[config.mk]
export PLATFORM = sky130hd
export DESIGN_NAME = irq_avec_ctrl
export DESIGN_NICKNAME = d
export VERILOG_FILES = /design/src/rtl/irq_avec_pkg.sv /design/src/rtl/irq_pend_mask.sv /design/src/rtl/irq_prio_enc.sv /design/src/rtl/irq_ack_resp.sv /design/src/rtl/irq_avec_ctrl.sv
export SDC_FILE = /design/constraint.sdc
export NUM_CORES = 1
export LEC_CHECK = 0
export ABC_AREA = 1
export BUFFER_PORTS_ARGS = -buffer_cell sky130_fd_sc_hd__buf_2
export CAP_MARGIN = 20
export CORE_MARGIN = 3
export CORE_UTILIZATION = 30
export DETAILED_ROUTE_END_ITERATION = 16
export GPL_TIMING_DRIVEN = 0
export PLACE_DENSITY = 0.55
export SETUP_SLACK_MARGIN = 0.5
export SYNTH_ARGS = -nofsm -noshare
export SYNTH_HDL_FRONTEND = slang
export SYNTH_SLANG_ARGS = --single-unit
export TNS_END_PERCENT = 50
[constraint.sdc]
create_clock -name clk_i -period 1.3 [get_ports clk_i]
set_input_delay 0.065 -clock clk_i [delete_from_list [all_inputs] [get_ports clk_i]]
set_output_delay 0.065 -clock clk_i [all_outputs]
set_load 0.02 [all_outputs]
[src/rtl/irq_avec_pkg.sv]
package irq_avec_pkg;

    localparam int EXT_LVLS = 7;
    localparam int VEC_BASE = 24;

    typedef enum logic [1:0] {
        REG_PEND = 2'd0,
        REG_MASK = 2'd1,
        REG_AVEC = 2'd2,
        REG_NONE = 2'd3
    } reg_addr_e;

    typedef struct packed {
        logic       vld;
        logic       auto_v;
        logic       ext;
        logic [7:0] vec;
        logic       blk;
    } ack_resp_t;

    function automatic logic [2:0] int_src_level(int k);
        return 3'((k % EXT_LVLS) + 1);
    endfunction

endpackage

[src/rtl/irq_pend_mask.sv]
module irq_pend_mask #(
    parameter int N_INT = 8,
    parameter int REG_W = 8 + N_INT
) (
    input  logic             clk_i,
    input  logic             rst_ni,
    input  logic [7:1]       ext_irq_i,
    input  logic [7:1]       lvl_en_i,
    input  logic [N_INT-1:0] int_irq_i,
    input  logic             wr_mask_i,
    input  logic [REG_W-1:0] wdata_i,
    output logic [REG_W-1:0] pend_o,
    output logic [REG_W-1:0] mask_o
);
    localparam logic [REG_W-1:0] MASK_RST = ~REG_W'(1);

    typedef struct packed {
        logic [REG_W-1:0] pend;
        logic [REG_W-1:0] mask;
    } pm_state_t;

    pm_state_t st_d, st_q;

    always_comb begin
        st_d = st_q;
        st_d.pend = '0;
        st_d.pend[7:1] = ext_irq_i & lvl_en_i;
        st_d.pend[REG_W-1:8] = int_irq_i;
        if (wr_mask_i) begin
            st_d.mask = wdata_i;
            st_d.mask[0] = 1'b0;
        end
    end

    always_ff @(posedge clk_i) begin
        if (!rst_ni) begin
            st_q.pend <= '0;
            st_q.mask <= MASK_RST;
        end else begin
            st_q <= st_d;
        end
    end

    assign pend_o = st_q.pend;
    assign mask_o = st_q.mask;
endmodule

[src/rtl/irq_prio_enc.sv]
module irq_prio_enc #(
    parameter int N_INT = 8,
    parameter int REG_W = 8 + N_INT
) (
    input  logic [REG_W-1:0] pend_i,
    input  logic [REG_W-1:0] mask_i,
    output logic [2:0]       ipl_o
);
    import irq_avec_pkg::*;

    function automatic logic [REG_W-1:0] lvl_sel(int lvl);
        logic [REG_W-1:0] s;
        s = '0;
        s[lvl] = 1'b1;
        for (int k = 0; k < N_INT; k++) begin
            if (int'(int_src_level(k)) == lvl) s[8+k] = 1'b1;
        end
        return s;
    endfunction

    logic [REG_W-1:0] active;
    logic [7:1]       hit;

    assign active = pend_i & ~mask_i;

    for (genvar l = 1; l <= EXT_LVLS; l++) begin : g_lvl
        localparam logic [REG_W-1:0] SEL = lvl_sel(l);
        assign hit[l] = |(active & SEL);
    end

    always_comb begin
        ipl_o = 3'd0;
        for (int l = 1; l <= EXT_LVLS; l++) begin
            if (hit[l]) ipl_o = 3'(l);
        end
    end
endmodule

[src/rtl/irq_ack_resp.sv]
module irq_ack_resp (
    input  logic                    clk_i,
    input  logic                    rst_ni,
    input  logic                    wr_avec_i,
    input  logic [7:0]              wdata_i,
    input  logic [7:1]              lvl_en_i,
    input  logic                    iack_i,
    input  logic [2:0]              iack_lvl_i,
    output logic [7:0]              avec_o,
    output irq_avec_pkg::ack_resp_t resp_o
);
    import irq_avec_pkg::*;

    typedef struct packed {
        logic [7:0] avec;
        ack_resp_t  resp;
    } ar_state_t;

    ar_state_t  st_d, st_q;
    logic [7:0] en_full;
    logic       use_auto;

    assign en_full  = {lvl_en_i, 1'b0};
    assign use_auto = st_q.avec[iack_lvl_i] & en_full[iack_lvl_i];

    always_comb begin
        st_d = st_q;
        st_d.resp = '0;
        if (wr_avec_i) st_d.avec = wdata_i;
        if (iack_i && (iack_lvl_i != 3'd0)) begin
            st_d.resp.vld    = 1'b1;
            st_d.resp.auto_v = use_auto;
            st_d.resp.ext    = ~use_auto;
            st_d.resp.vec    = use_auto ? 8'(VEC_BASE + int'(iack_lvl_i)) : 8'd0;
            st_d.resp.blk    = use_auto & st_q.avec[0];
        end
    end

    always_ff @(posedge clk_i) begin
        if (!rst_ni) st_q <= '0;
        else         st_q <= st_d;
    end

    assign avec_o = st_q.avec;
    assign resp_o = st_q.resp;
endmodule

[src/rtl/irq_avec_ctrl.sv]
module irq_avec_ctrl #(
    parameter  int N_INT = 8,
    localparam int REG_W = 8 + N_INT
) (
    input  logic             clk_i,
    input  logic             rst_ni,
    input  logic [7:1]       ext_irq_i,
    input  logic [7:1]       lvl_en_i,
    input  logic [N_INT-1:0] int_irq_i,
    output logic [2:0]       ipl_o,
    input  logic [1:0]       reg_addr_i,
    input  logic             reg_wr_i,
    input  logic [REG_W-1:0] reg_wdata_i,
    output logic [REG_W-1:0] reg_rdata_o,
    input  logic             iack_i,
    input  logic [2:0]       iack_lvl_i,
    output logic             ack_vld_o,
    output logic             ack_auto_o,
    output logic             ack_ext_o,
    output logic [7:0]       ack_vec_o,
    output logic             as_block_o
);
    import irq_avec_pkg::*;

    logic [REG_W-1:0] pend_w, mask_w;
    logic [7:0]       avec_w;
    ack_resp_t        resp_w;
    reg_addr_e        addr;

    assign addr = reg_addr_e'(reg_addr_i);

    irq_pend_mask #(.N_INT(N_INT), .REG_W(REG_W)) i_pend_mask (
        .clk_i     (clk_i),
        .rst_ni    (rst_ni),
        .ext_irq_i (ext_irq_i),
        .lvl_en_i  (lvl_en_i),
        .int_irq_i (int_irq_i),
        .wr_mask_i (reg_wr_i && addr == REG_MASK),
        .wdata_i   (reg_wdata_i),
        .pend_o    (pend_w),
        .mask_o    (mask_w)
    );

    irq_prio_enc #(.N_INT(N_INT), .REG_W(REG_W)) i_prio_enc (
        .pend_i (pend_w),
        .mask_i (mask_w),
        .ipl_o  (ipl_o)
    );

    irq_ack_resp i_ack_resp (
        .clk_i      (clk_i),
        .rst_ni     (rst_ni),
        .wr_avec_i  (reg_wr_i && addr == REG_AVEC),
        .wdata_i    (reg_wdata_i[7:0]),
        .lvl_en_i   (lvl_en_i),
        .iack_i     (iack_i),
        .iack_lvl_i (iack_lvl_i),
        .avec_o     (avec_w),
        .resp_o     (resp_w)
    );

    always_comb begin
        case (addr)
            REG_PEND: reg_rdata_o = pend_w;
            REG_MASK: reg_rdata_o = mask_w;
            REG_AVEC: reg_rdata_o = REG_W'(avec_w);
            default:  reg_rdata_o = '0;
        endcase
    end

    assign ack_vld_o  = resp_w.vld;
    assign ack_auto_o = resp_w.auto_v;
    assign ack_ext_o  = resp_w.ext;
    assign ack_vec_o  = resp_w.vec;
    assign as_block_o = resp_w.blk;
endmodule

==> results of run 1 <==
## cells by family after synthesis
group | count (synthesis) | synth area share (%)
AND/OR/NAND/NOR | 118 | 26.0
buffers and inverters | 59 | 14.3
flip-flops | 46 | 45.3
AO/OA/AOI/OAI | 43 | 14.3
other | 1 | 0.184
## timing repair
item / CTS / global route
hold endpoints to repair: 31 / 0
resized for setup: 143 / 41
setup endpoints to repair: 35 / 52
pin swaps: 30 / 17
setup buffers: 10 / 0
cloned: 0 / 0
hold buffers: 38 / 0
## how the worst max path moves through the flow
stage / start / to / slack, ps / cells after the start
floorplan: reg_addr_i[0] / reg_rdata_o[10] / 380 / 3
global placement: reg_addr_i[0] / reg_rdata_o[4] / 50 / 5
detailed placement: reg_addr_i[0] / reg_rdata_o[4] / 60 / 5
CTS: i_pend_mask.mask_o[2] / ipl_o[0] / -40 / 11
global route: i_pend_mask.mask_o[1] / ipl_o[0] / -140 / 10
finish: i_pend_mask.mask_o[1] / ipl_o[0] / -40 / 10
## cells in the final DEF (no fill, tap or decap), types with 5 or more instances in the layout
master,n
dfxtp_2,43
buf_2,47
inv_2,26
nand2_2,14
o21ai_2,9
dlygate4sd3_1,38
buf_4,14
o221ai_2,6
buf_6,29
inv_1,20
o211ai_2,6
nand3_2,11
o21ai_0,5
a21oi_1,8
nand3_1,17
nor2_1,11
nand2_1,53
clkbuf_8,5
## flip-flops by register name, summed over array words and instances (netlist names)
name / cells
i_ack_resp.resp_o: 8
i_pend_mask.pend_o: 15
i_pend_mask.mask_o: 15
i_ack_resp.avec_o: 8
## final cells by class
class	count	share of cell area [%]
timing repair buffer	122	28.2
clock inverter	3	1.13
clock buffer	5	1.95
sequential	46	27.6
multi-input combinational	164	29.9
inverter	49	5.91
tap	77	2.73
buffer	10	2.62
## layer usage
layer	track usage, %	share of wire (%)
met1	20.2	46
met2	26.1	48
met3	3.54	4.9
met4	4.95	1.4
met5	0	0
## per-stage QoR
stage,cell area [sq um],setup slack (ps),utilization (%)
after floorplan,2060,378,-
after global placement,2520,54.0,39.1
after detailed placement,2520,63.0,39.1
after CTS,3400,-43.5,52.6
after global routing,3530,-145,54.7
final,3530,-43.7,54.7
## cell usage after synthesis (all sizes together)
library cell,number
inv,48
o22ai,4
o221ai,6
nor3,2
o21ai,17
conb,1
clkinv,1
nand2,72
dfxtp,46
a21oi,9
nand3,28
nor2,16
o211ai,7
buf,8
clkbuf,2
## critical path, stage by stage, from the launching register on
cell	delay (ps)
dfxtp_2	320
inv_2	70
nand2_1	60
nand3_1	90
nand2_1	60
nand2_1	50
nand2_1	40
nand2_1	50
nand2_1	60
nand2_2	60
buf_6	110
## power breakdown
group / switching, mW / internal, mW / total [mW]
Combinational: 0.386 / 0.367 / 0.753
Clock: 0.497 / 0.566 / 1.06
Sequential: 0.0414 / 1.49 / 1.53
Total: 0.924 / 2.42 / 3.34
==> out/summary.txt, run 1 <==
slew at the pin closest to its max-slew limit = 543 ps
distinct cell type count after synthesis = 27
CTS root buf = clkbuf_8
initial DRC count = 68
crit-path max FO = 3
first-pass detailed-route iteration total = 4
worst min path class = input port to flop
maxcap violations = 0
hold depth = 3
IO Port Bufs = 74
die width = 88.4 microns
setup_tns = -43.7 ps
# IOs = 78
synth warn = 0
Clock Latency Late Sink = 300 ps
Routed Antenna Nets = 0
Final Skew = 5.11 ps
total CTS buffers = 5
Initial Utilization = 31.5%
Reg2Reg Setup Slack = 250 ps
sequential area share after synthesis = 45.3%
Worst R2R Start = i_ack_resp.avec_o[1]
storage element area = 975 sq um
Placed Instances = 420
Total Routing Usage GR = 15.7%
fin crit period = 1340 ps
total gr overflow = 0
H-tree Lvls = 2
Finished Layout Cells = 476
vias in the first global route = 2104
maximum clock rate = 0.744 GHz
ant diodes = 0
number of cells produced by synthesis = 267
violated checks = negative setup slack
cell leakage power = 1.64 nW
Max VDD drop = 0.434 mV
post-DP HPWL = 4230 microns
fin. max-slew vios = 0
Post-Route WL = 5920 microns
GP Congestion = 0.843
die height = 88.4 microns
dominant cell type by area after synthesis = dfxtp_1
CTS tree = built
core region area = 0.00646 sq mm
Post-Syn Area = 0.00203 sq mm
post-synth top area share = 45.3%
Net count, final = 445
initial antenna violation count = 0
Worst Setup Start Kind = flop
final worst setup slack = -43.7 ps
WP data required = 1240 ps
P&R area growth vs syn = 73.7%
CP endpoint kind = primary output
overall power = 3.34 mW
Hold Vio Cnt, Final = 0
arrival time worst endpoint = 1280 ps
status = complete, but fails checks
worst-case hold slack = 10.1 ps
layout cells sized above 1 = 58.6%
Reg clk slew, reported paths = 90 ps
CTS Sinks = 46
Multi-input gate area = 0.00105 sq mm
via count = 2161
R2R cell count = 7
Synth area leaders = dfxtp_1 (45%), nand2_1 (12%), inv_1 (8.3%), nand3_1 (6.9%), o21ai_0 (4.2%)
Slew HR = 63.8%
CTS Buffer Depth = 2
Final setup viols = 1
Final period util = 103%
Avg WL per Cell = 12.4 microns
Mean Syn Cell Area = 7.62 sq um
via density per instance = 4.54
Hold Crit Start = iack_i
PD cells = 946 mW/mm^2
first-pass GRT wire length = 9490 microns
CP Class = flop to primary output
largest net degree at the start of global routing = 15
unrepaired setup endpoints after global routing = true
RR Endpoint = i_ack_resp.resp_o[1]
#FFs+latches synth = 46
FP Rows = 29
DRC Markers = 0
hold path endpoint = i_ack_resp.resp_o[11]
fillers = 622
area of the die = 0.00781 sq mm
(Power assumes the default switching activity.)
==> inputs of run 2 (changes only) <==
--- a/config.mk
+++ b/config.mk
@@ -5,14 +5,13 @@
 export SDC_FILE = /design/constraint.sdc
 export NUM_CORES = 1
 export LEC_CHECK = 0
-export ABC_AREA = 1
 export BUFFER_PORTS_ARGS = -buffer_cell sky130_fd_sc_hd__buf_2
 export CAP_MARGIN = 20
 export CORE_MARGIN = 3
 export CORE_UTILIZATION = 30
 export DETAILED_ROUTE_END_ITERATION = 16
 export GPL_TIMING_DRIVEN = 0
-export PLACE_DENSITY = 0.55
+export PLACE_DENSITY = 0.56
 export SETUP_SLACK_MARGIN = 0.5
 export SYNTH_ARGS = -nofsm -noshare
 export SYNTH_HDL_FRONTEND = slang
==> run 2 against run 1 <==
  * The run still ends with negative setup slack left
  * Utilization fell by 3.4 points
  * Register-to-register slack got worse by 360 ps
  * Critical path depth decreased by 4
  * Global-route usage is 0.15 points higher
  * Hold slack worse by 7.2 ps
  * Non-clock buffer count is 8 lower
  * First-iteration DRC count is 13% higher
  * Critical path type unchanged
  * Largest cell class is now multi-input combinational cells
  * Largest power group unchanged
==> out/summary.txt, run 2 <==
unrepaired setup endpoints after global routing = true
total gr overflow = 0
fin. max-slew vios = 0
complex-gate fraction of the synthesized area = 12.4%
Post-Synth Adder-Cell Area = 0%
sequential area share after synthesis = 45.9%
total CTS buffers = 5
ys flop type = dfxtp_1
CTS tree = built
xor/xnor cell area share of the yosys netlist = 0%
initial DRC count = 77
largest family of logic cells by synthesized area = simple AND/OR/NAND/NOR gates
Pint = 2.23 mW
Post-Route WL = 6150 microns
CP max stage cell = a222oi_1
Final Cell Area = 0.00329 sq mm
#FFs+latches synth = 46
crit-path max FO = 2
Hold Crit Start = ext_irq_i[1]
initial antenna violation count = 0
DRC Markers = 0
Worst R2R Start = i_ack_resp.avec_o[6]
CP peak stage delay = 430 ps
arrival time worst endpoint = 1620 ps
fin crit period = 1690 ps
CP endpoint kind = primary output
Routed Antenna Nets = 0
ant diodes = 0
Mean Syn Cell Area = 8.28 sq um
distinct cell type count after synthesis = 31
layout cells sized above 1 = 50.8%
most common cell after layout, fill and taps aside = buf_2
Final setup viols = 8
commonest cells in the netlist = nand2_1 (52), dfxtp_1 (46), nand3_1 (19)
number of synthesized flops with an enable pin = 0
H-tree Lvls = 2
fillers = 606
Placed Instances = 392
Synth area leaders = dfxtp_1 (46%), nand2_1 (9.7%), mux2i_1 (7.5%), nand3_1 (4.7%), and2_1 (3.7%)
Largest delay share family, worst path = compound AO/OA/AOI/OAI gates
Reg clk slew, reported paths = 80 ps
Finished Layout Cells = 435
Max VDD drop = 0.453 mV
Final period util = 130%
CP Class = flop to primary output
Net count, final = 404
dominant cell type by area after synthesis = dfxtp_1
Clock Latency Late Sink = 300 ps
via density per instance = 4.71
overall power = 3.05 mW
synth warn = 0
die width = 87.7 microns
switching share of power = 26.8%
GP Congestion = 0.746
cell leakage power = 1.56 nW
largest net degree at the start of global routing = 14
CTS root buf = clkbuf_8
Psw = 0.818 mW
P&R area growth vs syn = 64.3%
PD cells = 925 mW/mm^2
post-synth top area share = 45.9%
die height = 87.7 microns
Clk pwr share = 29.4%
via count = 2048
Total Routing Usage GR = 15.8%
Post-Syn Area = 0.00200 sq mm
CTS Buffer Depth = 2
fraction of registers with async set/reset = 0%
maxcap violations = 0
Final Skew = 7.98 ps
first-pass detailed-route iteration total = 4
CP Launch Point = i_pend_mask.mask_o[1]
status = complete, but fails checks
placed cell areas = 0.00262 sq mm
Gate power share = 20.9%
area of the die = 0.00770 sq mm
maximum clock rate = 0.592 GHz
register share of total power = 49.7%
worst min path class = input port to flop
FP Rows = 29
Post-Synth Simple-Gate Area = 25.6%
vias in the first global route = 1951
# IOs = 78
core region area = 0.00642 sq mm
final worst setup slack = -388 ps
top-count cell post-synth = nand2_1
Initial Utilization = 31.2%
IO Port Bufs = 71
Hold Vio Cnt, Final = 0
CTS Sinks = 46
violated checks = negative setup slack
Worst Setup Start Kind = flop
Avg WL per Cell = 14.1 microns
number of cells produced by synthesis = 242
first-pass GRT wire length = 9450 microns
WP data required = 1240 ps
CP Cell Sequence = inv_1 -> a222oi_1 -> o21bai_1 -> a21oi_1 -> o21bai_2 -> buf_2
post-DP HPWL = 4430 microns
multiplexer share of the synthesized area = 8.61%
commonest cells after routing, fill and taps aside = buf_2 (46), nand2_1 (32), dfxtp_2 (31)
Worst Path Buf+Inv = 2
==> run 2: cell count changes in the layout (fill, tap and decap cells not counted), sizes merged, moves of 9 or more <==
cell	before	now
inv	48	15
nand3	28	19
and2	0	12
dlygate4sd3	38	20
mux2i	0	15
nand2	72	52
==> run 2: power groups by stage <==
stage          registers [mW]  logic (mW)  clock network, mW
2_1_floorplan            1.53       0.317                  0
3_3_place_gp             1.54       0.499                  0
3_5_place_dp             1.54       0.502                  0
4_1_cts                  1.51       0.605              0.928
5_1_grt                  1.52       0.693              0.984
6_report                 1.51       0.638              0.895
==> run 2: final timing paths <==
path	endpoint	slack, ps	cells past startpoint
max	ipl_o[0]	-390	6
min	i_pend_mask.pend_o[1]	3	2
max reg2reg	i_ack_resp.resp_o[2]	-110	5
min reg2reg	i_ack_resp.avec_o[1]	480	2
==> run 2: logic make-up after synthesis <==
logic type | after synthesis
AOI/OAI and AO/OA | 36
DFF | 46
buffers and inverters | 33
other | 1
and+or+nand+nor | 110
muxes | 16
==> run 2: routing by layer <==
layer | track usage (%) | vias to the layer above | routed length, microns | part of all wire [%]
met4 | 3.35 | 0 | 57 | 0.93
met5 | 0 | - | 0 | 0
met2 | 25.3 | 47 | 2980 | 48
met1 | 21.9 | 964 | 2860 | 46
met3 | 3.48 | 5 | 256 | 4.2
li1 | - | 1032 | - | -
==> run 2: cell type report <==
| class | instances | area (sq um) | share of cell area (%) |
|---|---|---|---|
| buffer | 18 | 181 | 5.51 |
| clock buffer | 7 | 86.3 | 2.62 |
| clock inverter | 1 | 5.00 | 0.152 |
| inverter | 15 | 56.3 | 1.71 |
| multi-input combinational | 165 | 1090 | 33.0 |
| sequential | 46 | 963 | 29.3 |
| tap | 77 | 96.3 | 2.93 |
| timing repair buffer | 106 | 817 | 24.8 |
==> run 2: what timing repair did <==
action	4_1_cts	5_1_grt
hold endpoints to repair	20	0
buffers inserted	7	8
pin swaps	0	3
endpoints found under the setup margin	55	48
hold buffers	20	0
gates resized for setup	79	32
==> run 2: stage by stage <==
step	util, %	hold slack, ps	TNS [ps]	worst slack [ps]
2_1_floorplan	-	168	0	84.0
3_3_place_gp	40.7	274	-77.4	-60.3
3_5_place_dp	40.7	275	-143	-73.7
4_1_cts	49.0	2.74	-864	-410
5_1_grt	51.3	8.36	-1770	-452
6_report	51.3	2.88	-1080	-388
==> inputs of run 3 (changes only) <==
--- a/config.mk
+++ b/config.mk
@@ -5,13 +5,15 @@
 export SDC_FILE = /design/constraint.sdc
 export NUM_CORES = 1
 export LEC_CHECK = 0
+export ABC_AREA = 1
 export BUFFER_PORTS_ARGS = -buffer_cell sky130_fd_sc_hd__buf_2
 export CAP_MARGIN = 20
 export CORE_MARGIN = 3
 export CORE_UTILIZATION = 30
 export DETAILED_ROUTE_END_ITERATION = 16
 export GPL_TIMING_DRIVEN = 0
-export PLACE_DENSITY = 0.56
+export PLACE_DENSITY = 0.55
+export REMOVE_ABC_BUFFERS = 1
 export SETUP_SLACK_MARGIN = 0.5
 export SYNTH_ARGS = -nofsm -noshare
 export SYNTH_HDL_FRONTEND = slang
==> run 3 against run 2 <==
  * The run still ends with negative setup slack left
  * Critical path depth is the same
  * Die area is 1.4% higher
  * Cell area increased by 3.8%
  * Clock-buffer cell count is 2 lower
==> out/summary.txt, run 3 (synthesis results as in run 1) <==
Pint = 2.21 mW
# IOs = 78
hold depth = 3
Routed Antenna Nets = 0
via density per instance = 4.50
unrepaired setup endpoints after global routing = true
CP max stage cell = dfxtp_2
Hold Vio Cnt, Final = 0
Total Routing Usage GR = 15.3%
fillers = 627
Post-Route WL = 5950 microns
Final setup viols = 2
first-pass detailed-route iteration total = 4
status = complete, but fails checks
core region area = 0.00646 sq mm
Reg clk slew, reported paths = 90 ps
largest net degree at the start of global routing = 32
cell leakage power = 1.60 nW
Hold Crit Start = iack_lvl_i[1]
final worst setup slack = -100 ps
fin crit period = 1400 ps
FP Rows = 29
Largest delay share family, worst path = buffers and inverters
post-DP HPWL = 3980 microns
total CTS buffers = 5
CP Cell Sequence = inv_2 -> buf_4 -> buf_6 -> buf_6 -> o211ai_1 -> buf_4
die width = 88.4 microns
Final Skew = 1.91 ps
Max VDD drop = 0.589 mV
H-tree Lvls = 2
vias in the first global route = 2039
final core occ = 52.9%
fin. max-slew vios = 0
Initial Utilization = 31.5%
setup_tns = -156 ps
layout cells sized above 1 = 56.5%
setup slack after placement = -127 ps
Worst Path Buf+Inv = 5
R2R cell count = 8
most common cell after layout, fill and taps aside = nand2_1
Avg WL per Cell = 12.7 microns
RR Endpoint = i_ack_resp.resp_o[0]
GP Congestion = 0.875
CP Class = flop to primary output
P&R area growth vs syn = 68.1%
CP endpoint kind = primary output
Worst Setup Start Kind = flop
maxcap violations = 0
ant diodes = 0
total gr overflow = 0
register share of total power = 48.8%
DRC Markers = 0
initial antenna violation count = 0
Final period util = 108%
IO Port Bufs = 74
CTS Buffer Depth = 2
Psw = 0.926 mW
via count = 2106
Net count, final = 437
arrival time worst endpoint = 1340 ps
die height = 88.4 microns
CTS Sinks = 46
CP peak stage delay = 330 ps
hold path endpoint = i_ack_resp.resp_o[2]
CTS tree = built
area of the die = 0.00781 sq mm
WP data required = 1240 ps
Clk pwr share = 28.3%
CTS root buf = clkbuf_8
maximum clock rate = 0.714 GHz
crit-path max FO = 2
violated checks = negative setup slack
initial DRC count = 109
Gate power share = 23.0%
Clock Latency Late Sink = 300 ps
PD cells = 917 mW/mm^2
Worst R2R Start = i_ack_resp.avec_o[4]
Reg2Reg Setup Slack = 230 ps
switching share of power = 29.5%
commonest cells after routing, fill and taps aside = nand2_1 (56), buf_2 (45), dfxtp_2 (42)
worst min path class = input port to flop
first-pass GRT wire length = 9250 microns
-- run 3: per-stage QoR --
stage          instance area (sq um)  total power, mW  hold slack (ps)  cells
3_3_place_gp                    2420             2.01              245    410
5_1_grt                         3420             3.32             7.74    468
3_5_place_dp                    2420             2.01              250    410
6_report                        3420             3.14             11.9    468
2_1_floorplan                   1950             1.80              140    259
4_1_cts                         3240             3.10             2.18    462
-- run 3: layout make-up --
type	count	area [sq um]	share of cell area [%]
Multi-Input combinational cell	164	1040	30.3
Timing Repair Buffer	124	1010	29.6
Sequential cell	46	977	28.6
Inverter	49	206	6.04
Tap cell	77	96.3	2.82
Clock buffer	5	68.8	2.01
Clock inverter	3	21.3	0.622
-- run 3: layer usage --
metal	track usage (%)	routed length [microns]	share of wire (%)
met1	20.1	2670	45
met2	25.2	2970	50
met3	3.63	267	4.5
met4	4.53	52	0.87
met5	0	0	0
-- run 3: worst register-to-register path, delay by kind of cell, from the launching register on --
| family | cells | cell delay, ps |
|---|---|---|
| buf+inv | 2 | 210 |
| flops | 1 | 340 |
| simple gates | 6 | 430 |
-- run 3: power by group through the flow --
stage / combinational (mW) / clock (mW) / sequential, mW
global placement: 0.470 / 0 / 1.54
global route: 0.789 / 0.989 / 1.54
finish: 0.720 / 0.886 / 1.53
detailed placement: 0.472 / 0 / 1.54
floorplan: 0.258 / 0 / 1.54
CTS: 0.668 / 0.905 / 1.52
-- run 3: worst max-delay path by stage --
stage	to	startpoint	cells after the start
2_1_floorplan	ipl_o[0]	i_pend_mask.pend_o[10]	8
3_3_place_gp	i_ack_resp.resp_o[1]	rst_ni	5
3_5_place_dp	i_ack_resp.resp_o[2]	rst_ni	5
4_1_cts	ipl_o[0]	i_pend_mask.mask_o[2]	11
5_1_grt	ipl_o[0]	i_pend_mask.pend_o[10]	9
6_report	reg_rdata_o[2]	i_pend_mask.mask_o[2]	6
-- run 3: what timing repair did --
| item | in CTS | in global routing |
|---|---|---|
| endpoints found under the hold margin | 30 | 0 |
| hold buffers | 37 | 0 |
| gates resized for setup | 133 | 49 |
| setup buffers | 7 | 6 |
| setup endpoints to repair | 36 | 57 |
| pin swaps | 25 | 26 |
